File: config.mk
export PLATFORM = sky130hd
export DESIGN_NAME = alu_bcond_unit
export DESIGN_NICKNAME = d
export VERILOG_FILES = /design/src/rtl/alu_bcond_pkg.sv /design/src/rtl/alu_op_decode.sv /design/src/rtl/alu_core.sv /design/src/rtl/branch_cond.sv /design/src/rtl/alu_bcond_unit.sv
export SDC_FILE = /design/constraint.sdc
export NUM_CORES = 1
export LEC_CHECK = 0
export ABC_AREA = 1
export BUFFER_PORTS_ARGS = -buffer_cell sky130_fd_sc_hd__clkbuf_2
export CORE_MARGIN = 2
export CORE_UTILIZATION = 60
export DETAILED_ROUTE_END_ITERATION = 12
export PLACE_DENSITY_LB_ADDON = 0.2
export SETUP_SLACK_MARGIN = 0.02
export SYNTH_ARGS = -nofsm -noshare
export SYNTH_HDL_FRONTEND = slang
export SYNTH_HIERARCHICAL = 1
export SYNTH_SLANG_ARGS = --single-unit
File: constraint.sdc
create_clock -name vclk -period 5.1
set_input_delay 1.02 -clock vclk [all_inputs]
set_output_delay 1.02 -clock vclk [all_outputs]
set_load 0.05 [all_outputs]
File: src/rtl/alu_bcond_pkg.sv
package alu_bcond_pkg;

    localparam logic [5:0] OPC_REG   = 6'b000000;
    localparam logic [5:0] OPC_BEQ   = 6'b000100;
    localparam logic [5:0] OPC_BNE   = 6'b000101;
    localparam logic [5:0] OPC_BLEZ  = 6'b000110;
    localparam logic [5:0] OPC_BGTZ  = 6'b000111;
    localparam logic [5:0] OPC_ADDI  = 6'b001000;
    localparam logic [5:0] OPC_SLTI  = 6'b001010;
    localparam logic [5:0] OPC_ANDI  = 6'b001100;
    localparam logic [5:0] OPC_ORI   = 6'b001101;
    localparam logic [5:0] OPC_XORI  = 6'b001110;
    localparam logic [5:0] OPC_LOAD  = 6'b100011;
    localparam logic [5:0] OPC_STORE = 6'b101011;

    localparam logic [5:0] FN_ADD = 6'b100000;
    localparam logic [5:0] FN_SUB = 6'b100010;
    localparam logic [5:0] FN_AND = 6'b100100;
    localparam logic [5:0] FN_OR  = 6'b100101;
    localparam logic [5:0] FN_XOR = 6'b100110;
    localparam logic [5:0] FN_NOR = 6'b100111;
    localparam logic [5:0] FN_SLT = 6'b101010;

    typedef enum logic [2:0] {
        ALU_NONE, ALU_ADD, ALU_SUB, ALU_AND,
        ALU_OR,   ALU_XOR, ALU_NOR, ALU_SLT
    } alu_op_e;

    typedef enum logic [2:0] {
        BR_NONE, BR_EQ, BR_NE, BR_LEZ, BR_GTZ
    } br_kind_e;

endpackage

File: src/rtl/alu_op_decode.sv
module alu_op_decode
    import alu_bcond_pkg::*;
(
    input  logic [5:0] opcode_i,
    input  logic [5:0] funct_i,
    output alu_op_e    op_o,
    output br_kind_e   br_o
);

    alu_op_e reg_op;

    // Register-register class: function code picks the operation.
    always_comb begin
        case (funct_i)
            FN_ADD:  reg_op = ALU_ADD;
            FN_SUB:  reg_op = ALU_SUB;
            FN_AND:  reg_op = ALU_AND;
            FN_OR:   reg_op = ALU_OR;
            FN_XOR:  reg_op = ALU_XOR;
            FN_NOR:  reg_op = ALU_NOR;
            FN_SLT:  reg_op = ALU_SLT;
            default: reg_op = ALU_NONE;
        endcase
    end

    // Instruction class selects the source of the operation.
    always_comb begin
        op_o = ALU_NONE;
        br_o = BR_NONE;
        case (opcode_i)
            OPC_REG:   op_o = reg_op;
            OPC_ADDI:  op_o = ALU_ADD;
            OPC_SLTI:  op_o = ALU_SLT;
            OPC_ANDI:  op_o = ALU_AND;
            OPC_ORI:   op_o = ALU_OR;
            OPC_XORI:  op_o = ALU_XOR;
            OPC_LOAD,
            OPC_STORE: op_o = ALU_ADD;
            OPC_BEQ:   begin op_o = ALU_SUB; br_o = BR_EQ;  end
            OPC_BNE:   begin op_o = ALU_SUB; br_o = BR_NE;  end
            OPC_BLEZ:  br_o = BR_LEZ;
            OPC_BGTZ:  br_o = BR_GTZ;
            default:   begin op_o = ALU_NONE; br_o = BR_NONE; end
        endcase
    end

endmodule

File: src/rtl/alu_core.sv
module alu_core
    import alu_bcond_pkg::*;
#(
    parameter int DATA_W = 32
) (
    input  alu_op_e           op_i,
    input  logic [DATA_W-1:0] a_i,
    input  logic [DATA_W-1:0] b_i,
    output logic [DATA_W-1:0] y_o
);

    logic [DATA_W-1:0] sum;
    logic [DATA_W-1:0] diff;
    logic              lt_signed;

    assign sum       = a_i + b_i;
    assign diff      = a_i - b_i;
    assign lt_signed = $signed(a_i) < $signed(b_i);

    always_comb begin
        case (op_i)
            ALU_ADD: y_o = sum;
            ALU_SUB: y_o = diff;
            ALU_AND: y_o = a_i & b_i;
            ALU_OR:  y_o = a_i | b_i;
            ALU_XOR: y_o = a_i ^ b_i;
            ALU_NOR: y_o = ~(a_i | b_i);
            ALU_SLT: y_o = {{(DATA_W-1){1'b0}}, lt_signed};
            default: y_o = '0;
        endcase
    end

endmodule

File: src/rtl/branch_cond.sv
module branch_cond
    import alu_bcond_pkg::*;
#(
    parameter int DATA_W = 32
) (
    input  br_kind_e          kind_i,
    input  logic [DATA_W-1:0] a_i,
    input  logic              diff_zero_i,
    output logic              bcond_o
);

    logic a_is_zero;
    logic a_is_neg;

    assign a_is_zero = (a_i == '0);
    assign a_is_neg  = a_i[DATA_W-1];

    always_comb begin
        case (kind_i)
            BR_EQ:   bcond_o = diff_zero_i;
            BR_NE:   bcond_o = ~diff_zero_i;
            BR_LEZ:  bcond_o = a_is_neg | a_is_zero;
            BR_GTZ:  bcond_o = ~a_is_neg & ~a_is_zero;
            default: bcond_o = 1'b0;
        endcase
    end

endmodule

File: src/rtl/alu_bcond_unit.sv
module alu_bcond_unit
    import alu_bcond_pkg::*;
#(
    parameter int DATA_W = 32
) (
    input  logic [5:0]        opcode_i,
    input  logic [5:0]        funct_i,
    input  logic [DATA_W-1:0] src_a_i,
    input  logic [DATA_W-1:0] src_b_i,
    output logic [DATA_W-1:0] result_o,
    output logic              zero_o,
    output logic              bcond_o
);

    alu_op_e  op_sel;
    br_kind_e br_sel;

    alu_op_decode dec_i (
        .opcode_i (opcode_i),
        .funct_i  (funct_i),
        .op_o     (op_sel),
        .br_o     (br_sel)
    );

    alu_core #(.DATA_W(DATA_W)) core_i (
        .op_i (op_sel),
        .a_i  (src_a_i),
        .b_i  (src_b_i),
        .y_o  (result_o)
    );

    assign zero_o = ~|result_o;

    branch_cond #(.DATA_W(DATA_W)) brc_i (
        .kind_i      (br_sel),
        .a_i         (src_a_i),
        .diff_zero_i (zero_o),
        .bcond_o     (bcond_o)
    );

endmodule

==> flow_summary.rst <==
.. list-table::
   :header-rows: 1

   * - Metric
     - Value
   * - Number of cells produced by synthesis
     - 1492
   * - Die Width
     - about 110 um
   * - Startpoint of the tightest hold check path
     - src_a_i[31]
   * - Total global-route track usage
     - 0.403
   * - Number of input and output port buffers inserted
     - 110
   * - Routed via count divided by cell count
     - 5.57
   * - Post-route DRC
     - 0
   * - Overflow after GRT
     - 0
   * - Path type of the worst setup path
     - in2out
   * - Final sequential cell count
     - 0
   * - Post-route setup TNS
     - 0 ns
   * - Via count of the first global-routing pass
     - around 8.7k
   * - Post-DP HPWL
     - between 20000 and 25000 um
   * - Antenna Cells
     - 0
   * - Final weighted congestion in routability-driven placement
     - 1.05
   * - Yosys cell types
     - 38
   * - Max-slew headroom
     - 0.704
   * - Post-route antenna net violation count
     - 0
   * - Count of final setup violators
     - 0
   * - Data arrival time of the critical path
     - 3.87 ns
   * - Global-route met2 utilization
     - 0.624
   * - Hold-fix buffers at CTS
     - 0
   * - Fill cell instance count of the final layout
     - approximately 1.1k
   * - Initial drt markers
     - 1012
   * - Most instantiated library cell after synthesis
     - nand2_1
   * - Die Span Y
     - 114 um
   * - Sequential standard cell area
     - 0 sq um
   * - M1 GR Usage
     - 0.565
   * - Net Sw Frac
     - 0.689
   * - Wire length of the first global-routing pass
     - around 42000 um
   * - Syn nets
     - 1676
   * - Area of the core
     - 11900 sq um
   * - Hold Path Stages
     - 5
   * - Final number of hold-violating endpoints
     - 0
   * - Die outline area
     - 13000 sq um
   * - Mean instance size in the synthesized netlist
     - approximately 4.9 sq um
   * - Pin count of the biggest net entering global routing
     - 21
   * - Kind of capture point of the worst setup path
     - primary output
   * - Static power due to leakage
     - 5.46 nW
   * - Endpoint of the worst hold path
     - bcond_o
   * - Proportion of synthesized chip area in sequential cells
     - 0
   * - Fraction of post-synthesis cell area in the top cell type by area
     - 0.266
   * - Slew at the pin with the worst max-slew slack
     - 0.442 ns
   * - Internal power summed over all cells
     - between 0.2 and 0.3 mW
   * - Setup crit start kind
     - input port
   * - Nets
     - approximately 1.8k
   * - Share of total power in sequential cells
     - 0
   * - Proportion of layout cells with a drive suffix above 1
     - 0.181
   * - Power density cells
     - 109 nW/um^2
   * - Required time at the worst-slack endpoint
     - 4.08 ns
   * - Aggregate routed wire length
     - 27800 um
   * - Shortest clock period the worst path allows after layout
     - around 4.9 ns
   * - Syn. warnings
     - 6
   * - Top cells by count, synth
     - nand2_1 (517), inv_1 (330), nor2_1 (150), nand3_1 (126), ha_1 (106)
   * - Number of antenna violations at the first check in global routing
     - 0
   * - Peak fanout along the critical path
     - 6
   * - Max Transition Viols Final
     - 0
   * - Power spent charging and discharging nets
     - 0.653 mW
   * - Max rail drop VDD
     - 0.0000575 V
   * - Achievable clock frequency
     - 204 MHz
   * - Routed length per placed instance
     - 15.8 um
   * - Class of the tightest hold or removal check
     - in2out
   * - Fraction of the cycle the final worst path needs
     - 0.959
   * - Largest area contributor in the synthesized netlist
     - nand2_1
   * - Synth top area cells
     - nand2_1 (27%), ha_1 (18%), inv_1 (17%), nand3_1 (8.7%), nor2_1 (7.7%)
   * - Area overhead of the layout relative to synthesis
     - 19.3%
   * - Max Cap Viol
     - 0
   * - Top-level port count
     - 110
   * - Clock group share of total power
     - 0
   * - Detailed-routing iteration count for the pre-antenna-repair pass
     - 6
   * - Effective utilization at floorplan
     - 0.611
   * - Site Rows
     - 40
   * - Outcome
     - finished, final reports clean
   * - Total via count in the routed design
     - between 9k and 10k
   * - Top Usage Layer GRT
     - met2
   * - Combinational share of power
     - 1.000
   * - Utilization after layout
     - 0.730
   * - Number of clock-tree buffers in the layout
     - 0
   * - Met3 capacity usage during global routing
     - 0.0609
   * - Mapped cell area
     - around 7300 sq um
-- power by group through the flow --
| stage | registers [mW] | logic [mW] | clock network [mW] |
|---|---|---|---|
| after detailed placement | 0 | 0.860 | 0 |
| after CTS | 0 | 0.864 | 0 |
| after floorplan | 0 | 0.589 | 0 |
| after global routing | 0 | 1.03 | 0 |
| final | 0 | 0.947 | 0 |
| after global placement | 0 | 0.849 | 0 |
-- layout by cell type (no fill, tap or decap), types with 2 or more instances in the layout --
master / n
a21oi_1: 55
a21oi_2: 5
a221oi_1: 11
a221oi_2: 11
a22oi_1: 2
and2_1: 3
buf_12: 3
buf_4: 41
buf_6: 2
clkbuf_2: 108
fa_2: 2
ha_1: 80
ha_2: 21
ha_4: 5
inv_1: 327
inv_2: 9
inv_4: 2
nand2_1: 503
nand2_2: 14
nand2_4: 2
nand3_1: 103
nand3_2: 24
nand4_1: 12
nor2_1: 131
nor2_2: 25
nor2_4: 3
nor3_1: 11
nor3_2: 4
nor4_2: 3
o2111ai_2: 3
o211ai_1: 3
o21ai_0: 44
o21ai_1: 6
o21bai_1: 6
o22ai_1: 15
-- critical path, cell delays in order --
cell,delay [ns]
clkbuf_2,0.12
inv_1,0.05
ha_1,0.40
a21o_1,0.21
nor2_1,0.26
nand2_1,0.10
a21oi_1,0.37
nand3_1,0.14
nand3_1,0.12
nand3_2,0.09
nor2_1,0.11
nand2_1,0.07
nor2_2,0.10
nand2_1,0.10
nor2_4,0.12
nand4_1,0.10
o21ai_0,0.08
inv_1,0.07
nand3_2,0.09
buf_12,0.14
-- worst max path at each step --
stage                     start  endpoint  slack, ns  depth (start not counted)
CTS                 src_a_i[14]   bcond_o       0.03                         23
floorplan            src_a_i[0]   bcond_o       0.11                         20
detailed placement  opcode_i[5]   bcond_o       0.03                         24
finish              src_a_i[28]   bcond_o       0.21                         20
global route        src_a_i[18]   bcond_o    -0.0009                         22
global placement    opcode_i[5]   bcond_o       0.07                         24
-- logic make-up (layout without fill, tap and decap cells) --
kind of cell    after synthesis  count (layout)  share of synthesized area
buf+inv                     375             493                      0.199
fa+ha+maj                   108             108                      0.188
compound gates              166             166                      0.135
simple gates                843             843                      0.478
-- stage by stage --
step | hold slack (ns) | power (mW) | cells | instance area, sq um | setup WS, ns
6_report | 2.56 | 0.947 | 1757 | 8690 | 0.207
5_1_grt | 2.60 | 1.03 | 1757 | 8690 | -0.000938
4_1_cts | 2.57 | 0.864 | 1755 | 8300 | 0.0339
3_5_place_dp | 2.57 | 0.860 | 1755 | 8300 | 0.0250
3_3_place_gp | 2.56 | 0.849 | 1755 | 8300 | 0.0672
2_1_floorplan | 2.39 | 0.589 | 1492 | 7390 | 0.107
-- final cells by class --
class	instances	area (sq um)	share of cell area
repair buffers	155	936	0.108
multi-input cells	1117	6300	0.725
well taps	147	184	0.0212
inverters	338	1270	0.147
-- metal layers --
metal | part of all wire | vias up | wire length (um)
li1 | - | 4847 | -
met1 | 0.42 | 4263 | 11600
met2 | 0.42 | 597 | 11600
met3 | 0.13 | 88 | 3490
met4 | 0.039 | 0 | 1070
met5 | 0 | - | 0
-- repair_timing --
item	in CTS	in global routing
gates resized for setup	1	102
pin swaps	0	7
setup buffers	0	2
setup endpoints to repair	1	2
No activity file was read; power rests on OpenSTA's default activity.
